**config.mk**
```make
export PLATFORM = sky130hd
export DESIGN_NAME = cellCmdFramer
export DESIGN_NICKNAME = d
export VERILOG_FILES = /design/src/rtl/framerPkg.sv /design/src/rtl/framerDatapath.sv /design/src/rtl/framerControl.sv /design/src/rtl/cellCmdFramer.sv
export SDC_FILE = /design/constraint.sdc
export NUM_CORES = 1
export LEC_CHECK = 0
export ABC_CLOCK_PERIOD_IN_PS = 6520
export BUFFER_PORTS_ARGS = -buffer_cell sky130_fd_sc_hd__buf_2
export CORE_ASPECT_RATIO = 1.1
export CORE_MARGIN = 5
export CORE_UTILIZATION = 57
export CTS_CLUSTER_SIZE = 12
export DETAILED_ROUTE_END_ITERATION = 10
export PLACE_DENSITY = 0.73
export REMOVE_ABC_BUFFERS = 1
export SKIP_CTS_REPAIR_TIMING = 1
export SYNTH_ARGS = -nofsm -noshare
export SYNTH_HDL_FRONTEND = slang
export SYNTH_SLANG_ARGS = --single-unit
```
**constraint.sdc**
```tcl
create_clock -name clk -period 6.52 [get_ports clk]
set_input_delay 1.304 -clock clk [delete_from_list [all_inputs] [get_ports clk]]
set_output_delay 1.304 -clock clk [all_outputs]
set_load 0.01 [all_outputs]
```
**src/rtl/framerPkg.sv**
```systemverilog
package framerPkg;

  typedef enum logic [1:0] {
    TAG_DATA = 2'd0,
    TAG_ESC  = 2'd1,
    TAG_CMD  = 2'd2
  } nibTag_e;

  localparam logic [3:0] CODE_NOWRAP = 4'h4;
  localparam logic [3:0] CODE_MARKER = 4'h8;
  localparam logic [3:0] ESC_FILL    = 4'h0;

  // strobes from control to datapath, one decision per clock
  typedef struct packed {
    logic       emitEsc;
    logic       emitCmd;
    logic [3:0] cmdCode;
    logic       emitData;
    logic       dataLow;
    logic       popByte;
    logic       prngReset;
  } framerStrobe_t;

endpackage

```
**src/rtl/framerDatapath.sv**
```systemverilog
module framerDatapath
  import framerPkg::*;
#(
  parameter int CELL_BYTES = 53,
  parameter int FIFO_CELLS = 3
) (
  input  logic          clk,
  input  logic          rstN,
  input  logic          wrEn,
  input  logic [7:0]    wrData,
  output logic          wrReady,
  input  framerStrobe_t stb,
  output logic          cellReady,
  output logic          lastByte,
  output logic          outValid,
  output logic [3:0]    outNibble,
  output logic [1:0]    outTag,
  output logic          prngReset
);

  localparam int DEPTH   = CELL_BYTES * FIFO_CELLS;
  localparam int PTR_W   = $clog2(DEPTH);
  localparam int OCC_W   = $clog2(DEPTH + 1);
  localparam int IDX_W   = $clog2(CELL_BYTES);
  localparam int CELLS_W = $clog2(FIFO_CELLS + 1);

  logic [7:0]         mem [DEPTH];
  logic [PTR_W-1:0]   wrPtr, rdPtr;
  logic [OCC_W-1:0]   occupancy;
  logic [IDX_W-1:0]   wrIdx, rdIdx;
  logic [CELLS_W-1:0] completeCells;
  logic               wrAccept, cellIn, cellOut;
  logic [7:0]         rdByte;

  assign wrReady   = (occupancy != OCC_W'(DEPTH));
  assign wrAccept  = wrEn && wrReady;
  assign cellIn    = wrAccept && (wrIdx == IDX_W'(CELL_BYTES - 1));
  assign lastByte  = (rdIdx == IDX_W'(CELL_BYTES - 1));
  assign cellOut   = stb.popByte && lastByte;
  assign cellReady = (completeCells != '0);
  assign rdByte    = mem[rdPtr];

  always_ff @(posedge clk) begin
    if (wrAccept) mem[wrPtr] <= wrData;
  end

  always_ff @(posedge clk) begin
    if (!rstN) begin
      wrPtr <= '0;
      wrIdx <= '0;
    end else if (wrAccept) begin
      wrPtr <= (wrPtr == PTR_W'(DEPTH - 1)) ? '0 : wrPtr + 1'b1;
      wrIdx <= (wrIdx == IDX_W'(CELL_BYTES - 1)) ? '0 : wrIdx + 1'b1;
    end
  end

  always_ff @(posedge clk) begin
    if (!rstN) begin
      rdPtr <= '0;
      rdIdx <= '0;
    end else if (stb.popByte) begin
      rdPtr <= (rdPtr == PTR_W'(DEPTH - 1)) ? '0 : rdPtr + 1'b1;
      rdIdx <= lastByte ? '0 : rdIdx + 1'b1;
    end
  end

  always_ff @(posedge clk) begin
    if (!rstN) begin
      occupancy <= '0;
    end else begin
      case ({wrAccept, stb.popByte})
        2'b10:   occupancy <= occupancy + 1'b1;
        2'b01:   occupancy <= occupancy - 1'b1;
        default: occupancy <= occupancy;
      endcase
    end
  end

  always_ff @(posedge clk) begin
    if (!rstN) begin
      completeCells <= '0;
    end else begin
      case ({cellIn, cellOut})
        2'b10:   completeCells <= completeCells + 1'b1;
        2'b01:   completeCells <= completeCells - 1'b1;
        default: completeCells <= completeCells;
      endcase
    end
  end

  // registered output stage
  always_ff @(posedge clk) begin
    if (!rstN) begin
      outValid  <= 1'b0;
      outNibble <= '0;
      outTag    <= TAG_DATA;
      prngReset <= 1'b0;
    end else begin
      outValid  <= stb.emitEsc || stb.emitCmd || stb.emitData;
      prngReset <= stb.prngReset;
      if (stb.emitData) begin
        outNibble <= stb.dataLow ? rdByte[3:0] : rdByte[7:4];
        outTag    <= TAG_DATA;
      end else if (stb.emitCmd) begin
        outNibble <= stb.cmdCode;
        outTag    <= TAG_CMD;
      end else begin
        outNibble <= ESC_FILL;
        outTag    <= TAG_ESC;
      end
    end
  end

endmodule

```
**src/rtl/framerControl.sv**
```systemverilog
module framerControl
  import framerPkg::*;
#(
  parameter int PRNG_PERIOD = 1023
) (
  input  logic          clk,
  input  logic          rstN,
  input  logic          syncPulse,
  input  logic          cellReady,
  input  logic          lastByte,
  output framerStrobe_t stb
);

  localparam int CNT_W = $clog2(PRNG_PERIOD + 1);

  typedef enum logic [1:0] {S_IDLE, S_CMD2, S_HI, S_LO} ctrlState_e;

  ctrlState_e       state, nextState;
  logic             isMarker, resumeHi, firstCell;
  logic             syncPrev, markPend, syncRise, takeMark;
  logic [CNT_W-1:0] nibCnt;
  logic             resetDue, anyEmit;

  assign syncRise = syncPulse && !syncPrev;
  assign resetDue = firstCell || (nibCnt == CNT_W'(PRNG_PERIOD));
  assign anyEmit  = stb.emitEsc || stb.emitCmd || stb.emitData;

  always_comb begin
    stb       = '0;
    nextState = state;
    takeMark  = 1'b0;
    case (state)
      S_IDLE: begin
        if (markPend) begin
          stb.emitEsc = 1'b1;
          takeMark    = 1'b1;
          nextState   = S_CMD2;
        end else if (cellReady) begin
          stb.emitEsc = 1'b1;
          nextState   = S_CMD2;
        end
      end
      S_CMD2: begin
        if (isMarker) begin
          stb.emitCmd = 1'b1;
          stb.cmdCode = CODE_MARKER;
          nextState   = resumeHi ? S_HI : S_IDLE;
        end else begin
          nextState = S_HI;
          if (resetDue) begin
            stb.emitEsc   = 1'b1;
            stb.prngReset = 1'b1;
          end else begin
            stb.emitCmd = 1'b1;
            stb.cmdCode = CODE_NOWRAP;
          end
        end
      end
      S_HI: begin
        if (markPend) begin
          stb.emitEsc = 1'b1;
          takeMark    = 1'b1;
          nextState   = S_CMD2;
        end else begin
          stb.emitData = 1'b1;
          nextState    = S_LO;
        end
      end
      default: begin
        stb.emitData = 1'b1;
        stb.dataLow  = 1'b1;
        stb.popByte  = 1'b1;
        nextState    = lastByte ? S_IDLE : S_HI;
      end
    endcase
  end

  always_ff @(posedge clk) begin
    if (!rstN) begin
      state    <= S_IDLE;
      isMarker <= 1'b0;
      resumeHi <= 1'b0;
    end else begin
      state <= nextState;
      if (stb.emitEsc && (state != S_CMD2)) begin
        isMarker <= takeMark;
        resumeHi <= (state == S_HI);
      end
    end
  end

  always_ff @(posedge clk) begin
    if (!rstN) begin
      syncPrev <= 1'b0;
      markPend <= 1'b0;
    end else begin
      syncPrev <= syncPulse;
      markPend <= syncRise || (markPend && !takeMark);
    end
  end

  always_ff @(posedge clk) begin
    if (!rstN) begin
      nibCnt    <= '0;
      firstCell <= 1'b1;
    end else if (stb.prngReset) begin
      nibCnt    <= '0;
      firstCell <= 1'b0;
    end else if (anyEmit && (nibCnt != CNT_W'(PRNG_PERIOD))) begin
      nibCnt <= nibCnt + 1'b1;
    end
  end

endmodule

```
**src/rtl/cellCmdFramer.sv**
```systemverilog
module cellCmdFramer
  import framerPkg::*;
#(
  parameter int CELL_BYTES  = 53,
  parameter int FIFO_CELLS  = 3,
  parameter int PRNG_PERIOD = 1023
) (
  input  logic       clk,
  input  logic       rstN,
  input  logic       wrEn,
  input  logic [7:0] wrData,
  output logic       wrReady,
  input  logic       syncPulse,
  output logic       outValid,
  output logic [3:0] outNibble,
  output logic [1:0] outTag,
  output logic       prngReset
);

  framerStrobe_t stb;
  logic          cellReady, lastByte;

  framerControl #(.PRNG_PERIOD(PRNG_PERIOD)) i_control (
    .clk       (clk),
    .rstN      (rstN),
    .syncPulse (syncPulse),
    .cellReady (cellReady),
    .lastByte  (lastByte),
    .stb       (stb)
  );

  framerDatapath #(.CELL_BYTES(CELL_BYTES), .FIFO_CELLS(FIFO_CELLS)) i_datapath (
    .clk       (clk),
    .rstN      (rstN),
    .wrEn      (wrEn),
    .wrData    (wrData),
    .wrReady   (wrReady),
    .stb       (stb),
    .cellReady (cellReady),
    .lastByte  (lastByte),
    .outValid  (outValid),
    .outNibble (outNibble),
    .outTag    (outTag),
    .prngReset (prngReset)
  );

endmodule

```
**Word level (Yosys, flattened, before mapping)**

Memory sizes are Yosys's and may differ from the RTL's. A register that Yosys moved wholly into a read port is not among the register bits.
Cells that the tools add are included.

- Memories kept: 1
- Logic and storage cells: 100
- Memory bits (read-only): 0
- Register bits: 63
- Input bits: 12
- Bits in latches: 0
- RAM bits: 1272

- Mux-type cells: 35
- Equality and inequality tests: 15
- Add/sub/neg operators: 9
- Shifts and indexed selects: 0
- Reductions and logical operators: 22
- Divide/modulo/power cells: 0
- Bitwise logic cells: 1
- Magnitude comparators: 0
- Multiply operators: 0

Memories:

| name | depth | bits a word | read ports | clocked after memory_dff | write ports | RTL line | text |
|---|---|---|---|---|---|---|---|
| i_datapath.mem | 159 | 8 | 1 | 1 | 1 | framerDatapath.sv:27 | `logic [7:0] mem [DEPTH];` |

Operator list:

| operator | count |
|---|---|
| $mux W8 | 4 |
| $add A8 B1 Y8 const B | 3 |
| $eq A8 B8 Y1 const B | 2 |
| $mux W2 | 8 |
| $pmux W8 S2 | 1 |
| $mux W5 | 3 |
| $add A6 B1 Y6 const B | 2 |
| $eq A6 B6 Y1 const B | 2 |
| $mux W4 | 3 |
| $mux W6 | 2 |
| $add A10 B1 Y10 const B | 1 |
| $eq A10 B10 Y1 const B | 1 |
| $mux W1 | 10 |
| $ne A10 B10 Y1 const B | 1 |
| $ne A8 B8 Y1 const B | 1 |
| $reduce_or A2 Y1 | 4 |
| $sub A8 B1 Y8 const B | 1 |
| $logic_and A1 B1 Y1 | 7 |
| $eq A2 B1 Y1 const B | 3 |
| $eq A2 B2 Y1 const B | 3 |
| $pmux W2 S3 | 1 |
| $reduce_bool A2 Y1 | 3 |
| $logic_or A1 B1 Y1 | 4 |
| $pmux W2 S2 | 1 |
| 10 further kinds | 11 |

**Longest topological paths before layout**

Gate-level depths: netlist of the first run.

- Depth after elaboration: 8
- Gate-level depth with buffers: 17

**Hierarchy**

Synthesis of the first run repeated with hierarchy kept, for this count alone.

- Cell total of the unflattened synthesis: 2707
- Area total of the unflattened synthesis: 53062.1 um^2

By module, submodules not included:

| module | instances | cells an instance | area an instance (um^2) |
|---|---|---|---|
| framerDatapath | 1 | 2604 | 52143.8 |
| framerControl | 1 | 103 | 918.4 |

**Least setup slack after synthesis of the first run**

OpenSTA, ideal clock, no wires.

- Kind: input -> register
- From: input wrEn
- To: register i_datapath.occupancy[6]
- Required time: 6.450 ns
- Arrival time: 4.002 ns
- Buffers on the path: 2
- Setup time: 0.070 ns
- Cell stages on the path: 14
- Path slack: 2.447 ns
- Path through: and2_1 > clkbuf_1 > inv_1 > ha_1 > buf_1 > xor2_1 > ha_1 > a21oi_1 > o21ai_0 > a221oi_1 > a32o_1 > a21oi_1 > or3_1 > a21oi_1

- Word-level cells in the longest chain between the ends: 3

RTL lines:

| element | RTL line | text |
|---|---|---|
| start: declaration | cellCmdFramer.sv:10 | `input logic wrEn,` |
| $logic_and A1 B1 Y1 (*) | framerDatapath.sv:36 | `assign wrAccept = wrEn && wrReady;` |
| $eq A2 B1 Y1 / $eq A2 B2 Y1 (equally long branches) | framerDatapath.sv:71 | `case ({wrAccept, stb.popByte})` |
| $pmux W8 S2 / $reduce_bool A2 Y1 (equally long branches) | -- |  |
| end signal: assignment | framerDatapath.sv:72 | `2'b10: occupancy <= occupancy + 1'b1;` |
| end signal: assignment | framerDatapath.sv:73 | `2'b01: occupancy <= occupancy - 1'b1;` |
| end signal: assignment | framerDatapath.sv:74 | `default: occupancy <= occupancy;` |
| end: declaration | framerDatapath.sv:29 | `logic [OCC_W-1:0] occupancy;` |

Mark *: on every way between the ends. The rest lies on a longest branch, timed or not.
A chain may end at the register's enable or synchronous reset.

**Worst setup path in the final report of the first run**

- From: register i_control.state[0]
- To: register i_datapath.occupancy[6]

- Word-level cells in the longest chain between the ends: 5

RTL lines:

| element | RTL line | text |
|---|---|---|
| start: declaration | framerControl.sv:18 | `ctrlState_e state, nextState;` |
| start signal: assignment | framerControl.sv:84 | `state <= nextState;` |
| $eq A2 B1 Y1, or another cell as far along | framerControl.sv:32 | `case (state)` |
| $reduce_or A3 Y1 (no line) (*) | -- |  |
| $mux W2 (*) | framerControl.sv:32 |  |
| $eq A2 B1 Y1 / $eq A2 B2 Y1 (equally long branches) | framerDatapath.sv:71 |  |
| $pmux W8 S2 / $reduce_bool A2 Y1 (equally long branches) | -- |  |

Marks and branches as above.

==> metrics.txt, run 1 <==
# TYPE chip_impl_metric gauge
chip_impl_info{name="run_status",value="complete, no violations"} 1
chip_impl_metric{name="fillCellCount",unit=""} 5983
chip_impl_metric{name="numClockSinks",unit=""} 1343
chip_impl_metric{name="peak_supply_drop",unit="mV"} 0.263
chip_impl_metric{name="clk_pin_slew_worst_paths",unit="ns"} 0.06
chip_impl_metric{name="worst_pin_slew",unit="ns"} 1.33
chip_impl_metric{name="finalNetCount",unit=""} 2702
chip_impl_info{name="critical_path.most_common_cell",value="sky130_fd_sc_hd__a21oi_1"} 1
chip_impl_metric{name="row_count",unit=""} 117
chip_impl_metric{name="cts_buffer_depth",unit=""} 3
chip_impl_metric{name="async_reset_ff_share",unit="%"} 0
chip_impl_metric{name="finalPower",unit="uW"} 17200
chip_impl_info{name="cp-endpoint",value="i_datapath.occupancy[6]"} 1
chip_impl_info{name="startpoint",value="i_control.state[0]"} 1
chip_impl_metric{name="switching_power",unit="uW"} 3590
chip_impl_metric{name="finalMaxSlewViolations",unit=""} 0
chip_impl_info{name="timing_worst_setup_path_type",value="reg -> reg"} 1
chip_impl_info{name="clockRootBuffer",value="sky130_fd_sc_hd__clkbuf_16"} 1
chip_impl_metric{name="reg2reg_slack",unit="ns"} 2.14
chip_impl_metric{name="power_density",unit="nW/um^2"} 297
chip_impl_info{name="postSynth.topFlopCell",value="sky130_fd_sc_hd__edfxtp_1"} 1
chip_impl_metric{name="synthToLayoutAreaGrowth",unit="%"} 10.1
chip_impl_info{name="regToRegStartpoint",value="i_control.state[0]"} 1
chip_impl_metric{name="critPathMaxFanout",unit=""} 21
chip_impl_metric{name="clock.fmax",unit="GHz"} 0.228
chip_impl_metric{name="die_x",unit="um"} 300
chip_impl_metric{name="worst-path-buf-inv",unit=""} 1
chip_impl_metric{name="timing.final.crit_period",unit="ns"} 4.38
chip_impl_metric{name="totalWireLength",unit="um"} 123000
chip_impl_metric{name="floorplan.die_area",unit="um^2"} 98500
chip_impl_metric{name="post_synth_edffs",unit=""} 1272
chip_impl_metric{name="wire_length_of_the_first_global_routing_pass",unit="um"} 182000
chip_impl_metric{name="initial_antenna_violation_count",unit=""} 2
chip_impl_metric{name="worst_slew_margin_rel",unit="%"} 11.1
chip_impl_metric{name="grt_start_max_net_pins",unit=""} 111
chip_impl_metric{name="grtUsageTotal",unit="%"} 25.3
chip_impl_metric{name="fin_worst_hold_slack",unit="ns"} 0.472
chip_impl_metric{name="vias_in_the_first_global_route",unit=""} 26900
chip_impl_metric{name="layout.cell_area.non_filler",unit="um^2"} 58000
chip_impl_metric{name="postPlaceCellArea",unit="um^2"} 53900
chip_impl_metric{name="setup_skew",unit="ns"} 0.0302
chip_impl_info{name="crit-reg2reg-capture",value="i_datapath.occupancy[6]"} 1
chip_impl_metric{name="synth.yosys.seq_area_share",unit="%"} 75.3
chip_impl_metric{name="drt_iter0_markers",unit=""} 3190
chip_impl_metric{name="max_cap_viol_count",unit=""} 0
chip_impl_metric{name="detailed_place_hpwl",unit="um"} 73400
chip_impl_metric{name="p_leak",unit="uW"} 0.0174
chip_impl_metric{name="htree_levels",unit=""} 4
chip_impl_metric{name="netSwitchingFraction",unit="%"} 20.8
chip_impl_info{name="tritoncts",value="built"} 1
chip_impl_metric{name="number_of_stages_on_the_worst_setup_path",unit=""} 12
chip_impl_info{name="rsz0062_at_grt",value="no"} 1
chip_impl_metric{name="cts-buffers-inserted",unit=""} 137
chip_impl_metric{name="synth.lib_cells_used.distinct",unit=""} 63
chip_impl_metric{name="first_pass_iters",unit=""} 6
chip_impl_metric{name="worstSkewPairLatency",unit="ns"} 0.75
chip_impl_metric{name="antenna_violating_nets_post_route",unit=""} 0
chip_impl_metric{name="clock_power_share",unit="%"} 42.0
chip_impl_info{name="layout_commonest_cell",value="sky130_fd_sc_hd__edfxtp_1"} 1
chip_impl_metric{name="grt_overflow_total",unit=""} 0
chip_impl_info{name="commonest_cells_after_routing_fill_and_taps_aside",value="1272 x sky130_fd_sc_hd__edfxtp_1, 341 x sky130_fd_sc_hd__mux4_2, 220 x sky130_fd_sc_hd__nor2_1, 138 x sky130_fd_sc_hd__clkbuf_16, 102 x sky130_fd_sc_hd__nand2_1"} 1
chip_impl_metric{name="regArea",unit="um^2"} 39600
chip_impl_metric{name="routed_via_density",unit=""} 6.66
chip_impl_metric{name="multi_input_comb_area",unit="um^2"} 12200
chip_impl_metric{name="y_dimension_of_the_die",unit="um"} 329
chip_impl_info{name="hold_class",value="reg -> reg"} 1
chip_impl_info{name="setup.worst_path.end_class",value="flip-flop"} 1
chip_impl_metric{name="share_comb_of_total_power",unit="%"} 3.0
chip_impl_metric{name="route.vias.total",unit=""} 26300
chip_impl_metric{name="numPlacedInstances",unit=""} 3726
chip_impl_metric{name="slowest_delay",unit="ns"} 0.65
chip_impl_metric{name="fp.coreArea",unit="um^2"} 92100
chip_impl_info{name="path_delay_family",value="compound AO/OA/AOI/OAI gates"} 1
chip_impl_info{name="critical_path.cell_chain",value="nand2_1 -> inv_1 -> ha_1 -> xor2_1 -> ha_1 -> a21oi_1 -> o21ai_0 -> a221oi_1 -> a32o_1 -> a21oi_1 -> or3_1 -> a21oi_1"} 1
chip_impl_metric{name="utilization",unit="%"} 62.9
chip_impl_metric{name="finalHoldViolations",unit=""} 0
chip_impl_metric{name="boundaryPins",unit=""} 21
chip_impl_metric{name="drive_gt1_share",unit="%"} 21.3
chip_impl_info{name="worstSetupStartpointType",value="flip-flop"} 1
chip_impl_metric{name="finalCritPeriodShare",unit="%"} 67.2
chip_impl_metric{name="route.detailed.wl_per_inst",unit="um"} 31.2
chip_impl_metric{name="setup-violations-final",unit=""} 0
chip_impl_metric{name="avgSynthCellArea",unit="um^2"} 20.0
chip_impl_metric{name="gp_congestion",unit=""} 0.898
chip_impl_metric{name="internal_power",unit="uW"} 13700
chip_impl_metric{name="syn_inst",unit=""} 2626
chip_impl_metric{name="reg2reg_depth",unit=""} 12
chip_impl_metric{name="count_of_state_elements_after_synthesis",unit=""} 1343
chip_impl_metric{name="timing.critical_path.required",unit="ns"} 7.19
chip_impl_metric{name="power.sequential.fraction",unit="%"} 55.0
chip_impl_metric{name="finish.cell_count_without_fillers",unit=""} 3950
chip_impl_metric{name="cp.arrival",unit="ns"} 5.06
chip_impl_metric{name="synth.yosys.warnings",unit=""} 0
chip_impl_metric{name="syn-cell-area",unit="um^2"} 52600
chip_impl_metric{name="drcViolationCount",unit=""} 0
chip_impl_metric{name="start_util",unit="%"} 57.2
chip_impl_info{name="cpMaxStageDelayCell",value="sky130_fd_sc_hd__ha_1"} 1
chip_impl_metric{name="buffer_ports.inserted",unit=""} 20
==> metrics by stage <==
step | TNS (ns) | setup slack [ns]
final | 0 | 2.14
after CTS | 0 | 2.20
after global routing | 0 | 1.69
after detailed placement | 0 | 1.89
after floorplan | -31.86 | -8.16
after global placement | 0 | 1.99
==> state kept, by name, summed over array words and instances (netlist names), named ones only <==
name	count
i_control.firstCell	1
i_control.isMarker	1
i_control.markPend	1
i_control.nibCnt	10
i_control.resumeHi	1
i_control.state	2
i_control.syncPrev	1
i_datapath.completeCells	2
i_datapath.mem	1272
i_datapath.occupancy	8
i_datapath.outNibble	4
i_datapath.outTag	2
i_datapath.outValid	1
i_datapath.prngReset	1
i_datapath.rdIdx	6
i_datapath.rdPtr	8
i_datapath.wrIdx	6
i_datapath.wrPtr	8
==> worst min-delay path, stage by stage (launching register included) <==
cell,delay [ns]
sky130_fd_sc_hd__dfxtp_1,0.31
sky130_fd_sc_hd__o21ai_0,0.07
sky130_fd_sc_hd__nand2_1,0.05
==> cell usage after synthesis, types with 14 or more instances <==
cell type / count / share of area (%)
sky130_fd_sc_hd__a21oi_1: 41 / 0.39
sky130_fd_sc_hd__nand2_1: 102 / 0.73
sky130_fd_sc_hd__a211oi_1: 20 / 0.29
sky130_fd_sc_hd__nor3_1: 16 / 0.15
sky130_fd_sc_hd__mux2i_1: 48 / 0.91
sky130_fd_sc_hd__buf_1: 16 / 0.11
sky130_fd_sc_hd__xor2_1: 24 / 0.40
sky130_fd_sc_hd__or3_1: 16 / 0.19
sky130_fd_sc_hd__nor2b_1: 23 / 0.27
sky130_fd_sc_hd__ha_1: 15 / 0.36
sky130_fd_sc_hd__o21ai_0: 39 / 0.37
sky130_fd_sc_hd__clkbuf_1: 68 / 0.48
sky130_fd_sc_hd__buf_4: 29 / 0.41
sky130_fd_sc_hd__mux4_2: 341 / 15
sky130_fd_sc_hd__buf_2: 23 / 0.22
sky130_fd_sc_hd__nand3_1: 40 / 0.38
sky130_fd_sc_hd__nor2_1: 220 / 1.6
sky130_fd_sc_hd__mux2_2: 14 / 0.30
sky130_fd_sc_hd__dfxtp_1: 71 / 2.7
sky130_fd_sc_hd__o211ai_1: 17 / 0.24
sky130_fd_sc_hd__edfxtp_1: 1272 / 73
sky130_fd_sc_hd__nand4_1: 14 / 0.17
==> power by group through the flow <==
stage                     Sequential (uW)  Clock, uW  Combinational (uW)
after floorplan                      9700          0                 339
after global placement               9660          0                 501
after detailed placement             9660          0                 517
after CTS                            9480       7330                 519
after global routing                 9480       7700                 549
final                                9480       7240                 515
==> worst min-delay path by stage <==
stage / startpoint / endpoint / slack (ns) / depth (start not counted)
after floorplan: i_control.firstCell / i_control.firstCell / 0.44 / 2
after global placement: i_control.firstCell / i_control.firstCell / 0.45 / 2
after detailed placement: i_control.firstCell / i_control.firstCell / 0.46 / 2
after CTS: i_control.firstCell / i_control.firstCell / 0.47 / 2
after global routing: i_control.firstCell / i_control.firstCell / 0.49 / 2
final: i_control.firstCell / i_control.firstCell / 0.47 / 2
==> logic make-up (layout without fill, tap and decap cells) <==
group	Yosys count	in the layout	share of synthesized area, %
other	0	5	0
buffers and inverters	157	286	1.49
adder cells (fa/ha/maj)	15	15	0.357
multiplexers	403	403	15.8
AND/OR/NAND/NOR	491	491	4.24
flip-flops	1343	1343	75.3
AO/OA/AOI/OAI	184	184	2.30
XOR/XNOR	33	33	0.549
==> cell type report <==
| type | count | area share, % |
|---|---|---|
| clock inverters | 36 | 0.730 |
| clock buffers | 183 | 6.32 |
| flip-flops and latches | 1343 | 68.4 |
| multi-input cells | 1126 | 21.1 |
| diodes | 5 | 0.0216 |
| well taps | 1190 | 2.57 |
| inverters | 13 | 0.0842 |
| repair buffers | 54 | 0.777 |
==> metal layers <==
metal | up-vias | track usage, % | part of all wire, %
met5 | - | 0 | 0
met4 | 0 | 10.3 | 4.2
met3 | 251 | 5.81 | 9.8
met2 | 1493 | 40.0 | 49
met1 | 13800 | 34.9 | 37
li1 | 10800 | - | -
(Power assumes the default switching activity.)
==> inputs of run 2 (changes only) <==
--- a/config.mk
+++ b/config.mk
@@ -5,7 +5,7 @@
 export SDC_FILE = /design/constraint.sdc
 export NUM_CORES = 1
 export LEC_CHECK = 0
-export ABC_CLOCK_PERIOD_IN_PS = 6520
+export ABC_CLOCK_PERIOD_IN_PS = 4550
 export BUFFER_PORTS_ARGS = -buffer_cell sky130_fd_sc_hd__buf_2
 export CORE_ASPECT_RATIO = 1.1
 export CORE_MARGIN = 5
==> constraint.sdc (replaced) <==
create_clock -name clk -period 4.55 [get_ports clk]
set_input_delay 0.91 -clock clk [delete_from_list [all_inputs] [get_ports clk]]
set_output_delay 0.91 -clock clk [all_outputs]
set_load 0.01 [all_outputs]
==> run 2 against run 1 <==
Compared with the run above: sequential power grew 43%; total power grew 42%; setup slack lost 1.4 ns; clock power grew 41%; via count shrank 0.11%; combinational power grew 43%; critical path depth grew 2; flip-flop and latch count is the same; highest routed layer unchanged.
==> metrics.txt, run 2 (synthesis gave the netlist of run 1 again) <==
# TYPE chip_impl_metric gauge
chip_impl_info{name="run_status",value="complete, no violations"} 1
chip_impl_info{name="layout_commonest_cell",value="sky130_fd_sc_hd__edfxtp_1"} 1
chip_impl_metric{name="initial_antenna_violation_count",unit=""} 0
chip_impl_metric{name="setup_skew",unit="ns"} 0.0241
chip_impl_metric{name="row_count",unit=""} 117
chip_impl_metric{name="totalNegativeSetupSlack",unit="ns"} 0
chip_impl_metric{name="worst_slack",unit="ns"} 0.767
chip_impl_metric{name="drt_iter0_markers",unit=""} 3252
chip_impl_metric{name="p_leak",unit="uW"} 0.0176
chip_impl_metric{name="dpl_worst_slack",unit="ns"} 0.606
chip_impl_metric{name="gp_congestion",unit=""} 0.915
chip_impl_info{name="commonest_cells_after_routing_fill_and_taps_aside",value="1272 x sky130_fd_sc_hd__edfxtp_1, 341 x sky130_fd_sc_hd__mux4_2, 220 x sky130_fd_sc_hd__nor2_1, 139 x sky130_fd_sc_hd__clkbuf_16, 102 x sky130_fd_sc_hd__nand2_1"} 1
chip_impl_metric{name="flip_flop_count_of_the_largest_register_all_copies_and_words_added",unit=""} 1272
chip_impl_metric{name="start_util",unit="%"} 57.2
chip_impl_metric{name="timing.final.crit_period",unit="ns"} 3.78
chip_impl_metric{name="worst_pin_slew",unit="ns"} 1.31
chip_impl_metric{name="detailed_place_hpwl",unit="um"} 76700
chip_impl_info{name="setup.worst_path.end_class",value="flip-flop"} 1
chip_impl_info{name="clockRootBuffer",value="sky130_fd_sc_hd__clkbuf_16"} 1
chip_impl_metric{name="drcViolationCount",unit=""} 0
chip_impl_info{name="hold_class",value="in -> reg"} 1
chip_impl_metric{name="y_dimension_of_the_die",unit="um"} 329
chip_impl_metric{name="die_x",unit="um"} 300
chip_impl_metric{name="first_pass_iters",unit=""} 6
chip_impl_metric{name="wire_length_of_the_first_global_routing_pass",unit="um"} 184000
chip_impl_metric{name="clock.fmax",unit="GHz"} 0.264
chip_impl_metric{name="cp.arrival",unit="ns"} 4.45
chip_impl_metric{name="worst_slew_margin_rel",unit="%"} 12.5
chip_impl_metric{name="finalNetCount",unit=""} 2738
chip_impl_info{name="timing_worst_setup_path_type",value="reg -> reg"} 1
chip_impl_info{name="worstSetupStartpointType",value="flip-flop"} 1
chip_impl_metric{name="drive_gt1_share",unit="%"} 22.2
chip_impl_metric{name="power.sequential.fraction",unit="%"} 55.5
chip_impl_metric{name="critPathMaxFanout",unit=""} 15
chip_impl_metric{name="utilization",unit="%"} 63.2
chip_impl_metric{name="clk_pin_slew_worst_paths",unit="ns"} 0.06
chip_impl_metric{name="numClockSinks",unit=""} 1343
chip_impl_metric{name="share_comb_of_total_power",unit="%"} 3.0
chip_impl_metric{name="clock_power_share",unit="%"} 41.5
chip_impl_metric{name="grt_overflow_total",unit=""} 0
chip_impl_metric{name="htree_levels",unit=""} 4
chip_impl_metric{name="finalPower",unit="uW"} 24500
chip_impl_info{name="tritoncts",value="built"} 1
chip_impl_metric{name="route.detailed.wl_per_inst",unit="um"} 31.3
chip_impl_metric{name="finalCritPeriodShare",unit="%"} 83.2
chip_impl_metric{name="switching_power",unit="uW"} 5000
chip_impl_metric{name="fp.coreArea",unit="um^2"} 92100
chip_impl_metric{name="antenna_violating_nets_post_route",unit=""} 0
chip_impl_info{name="rsz0062_at_grt",value="no"} 1
chip_impl_metric{name="route.vias.total",unit=""} 26300
chip_impl_metric{name="grtUsageTotal",unit="%"} 25.8
chip_impl_metric{name="cts_buffer_depth",unit=""} 3
chip_impl_metric{name="finalMaxSlewViolations",unit=""} 0
chip_impl_metric{name="totalWireLength",unit="um"} 125000
chip_impl_metric{name="setup-violations-final",unit=""} 0
chip_impl_metric{name="timing.critical_path.required",unit="ns"} 5.22
chip_impl_metric{name="worstSkewPairLatency",unit="ns"} 0.74
chip_impl_metric{name="grt_start_max_net_pins",unit=""} 160
chip_impl_metric{name="buffer_ports.inserted",unit=""} 20
chip_impl_metric{name="fin_worst_hold_slack",unit="ns"} 0.407
chip_impl_metric{name="cts-buffers-inserted",unit=""} 136
chip_impl_metric{name="peak_supply_drop",unit="mV"} 0.379
chip_impl_metric{name="vias_in_the_first_global_route",unit=""} 27100
chip_impl_metric{name="boundaryPins",unit=""} 21
chip_impl_metric{name="synthToLayoutAreaGrowth",unit="%"} 10.5
chip_impl_metric{name="internal_power",unit="uW"} 19500
chip_impl_metric{name="floorplan.die_area",unit="um^2"} 98500
chip_impl_metric{name="power_density",unit="nW/um^2"} 421
chip_impl_info{name="largest-register",value="i_datapath.mem"} 1
chip_impl_metric{name="netSwitchingFraction",unit="%"} 20.4
chip_impl_metric{name="fillCellCount",unit=""} 5927
chip_impl_metric{name="finalHoldViolations",unit=""} 0
chip_impl_metric{name="routed_via_density",unit=""} 6.61
chip_impl_metric{name="max_cap_viol_count",unit=""} 0
chip_impl_info{name="top_flop_regs",value="i_datapath.mem x1272, i_control.nibCnt x10"} 1
-- run 2: cell count changes in the layout (fill, tap and decap cells not counted), sizes merged --
cell,before,now
buf,54,91
bufinv,1,0
clkbuf,183,184
clkinv,29,23
clkinvlp,0,1
diode,5,1
inv,19,17
-- run 2: path summary, 6_finish.rpt --
check	startpoint	to	slack, ns	cells after the start
hold reg to reg	i_control.firstCell	i_control.firstCell	0.47	2
hold / removal	syncPulse	i_control.syncPrev	0.41	2
setup / recovery	i_datapath.occupancy[2]	i_datapath.occupancy[6]	0.77	14
setup reg to reg	i_datapath.occupancy[2]	i_datapath.occupancy[6]	0.77	14
-- run 2: stage by stage --
stage,cells,cell area [um^2]
2_1_floorplan,2482,51900
3_3_place_gp,3763,54200
3_5_place_dp,3763,54200
4_1_cts,3975,58200
5_1_grt,3975,58200
6_report,3976,58200
-- run 2: cell type report --
class                      instances  area (um^2)  area share (%)
multi-input combinational       1126        12200            21.0
clock buffer                     184         3690            6.34
sequential                      1343        39600            68.1
tap                             1190         1490            2.56
antenna                            1         2.50         0.00430
inverter                          13         48.8          0.0839
clock inverter                    28          275           0.473
timing repair buffer              91          816            1.40
-- run 2: power groups by stage --
stage | clock network [uW] | registers [uW] | logic (uW)
6_report | 10200 | 13600 | 737
5_1_grt | 10800 | 13600 | 786
4_1_cts | 10300 | 13600 | 740
3_5_place_dp | 0 | 13800 | 736
3_3_place_gp | 0 | 13800 | 711
2_1_floorplan | 0 | 13900 | 486
-- run 2: worst max-delay path: stages, from the launching register on --
cell and delay [ns]:
sky130_fd_sc_hd__dfxtp_1 0.44, sky130_fd_sc_hd__and4_1 0.21, sky130_fd_sc_hd__nand4_1 0.10, sky130_fd_sc_hd__and2_1 0.22, sky130_fd_sc_hd__inv_1 0.16, sky130_fd_sc_hd__ha_1 0.52
sky130_fd_sc_hd__xor2_1 0.14, sky130_fd_sc_hd__ha_1 0.21, sky130_fd_sc_hd__a21oi_1 0.26, sky130_fd_sc_hd__o21ai_0 0.16, sky130_fd_sc_hd__a221oi_1 0.48, sky130_fd_sc_hd__a32o_1 0.27
sky130_fd_sc_hd__a21oi_1 0.06, sky130_fd_sc_hd__or3_1 0.32, sky130_fd_sc_hd__a21oi_1 0.14
-- run 2: per-layer routing --
| layer | track usage [%] | part of all wire [%] |
|---|---|---|
| met1 | 33.9 | 37 |
| met2 | 42.2 | 50 |
| met3 | 6.13 | 9.2 |
| met4 | 10.4 | 3.9 |
| met5 | 0 | 0 |
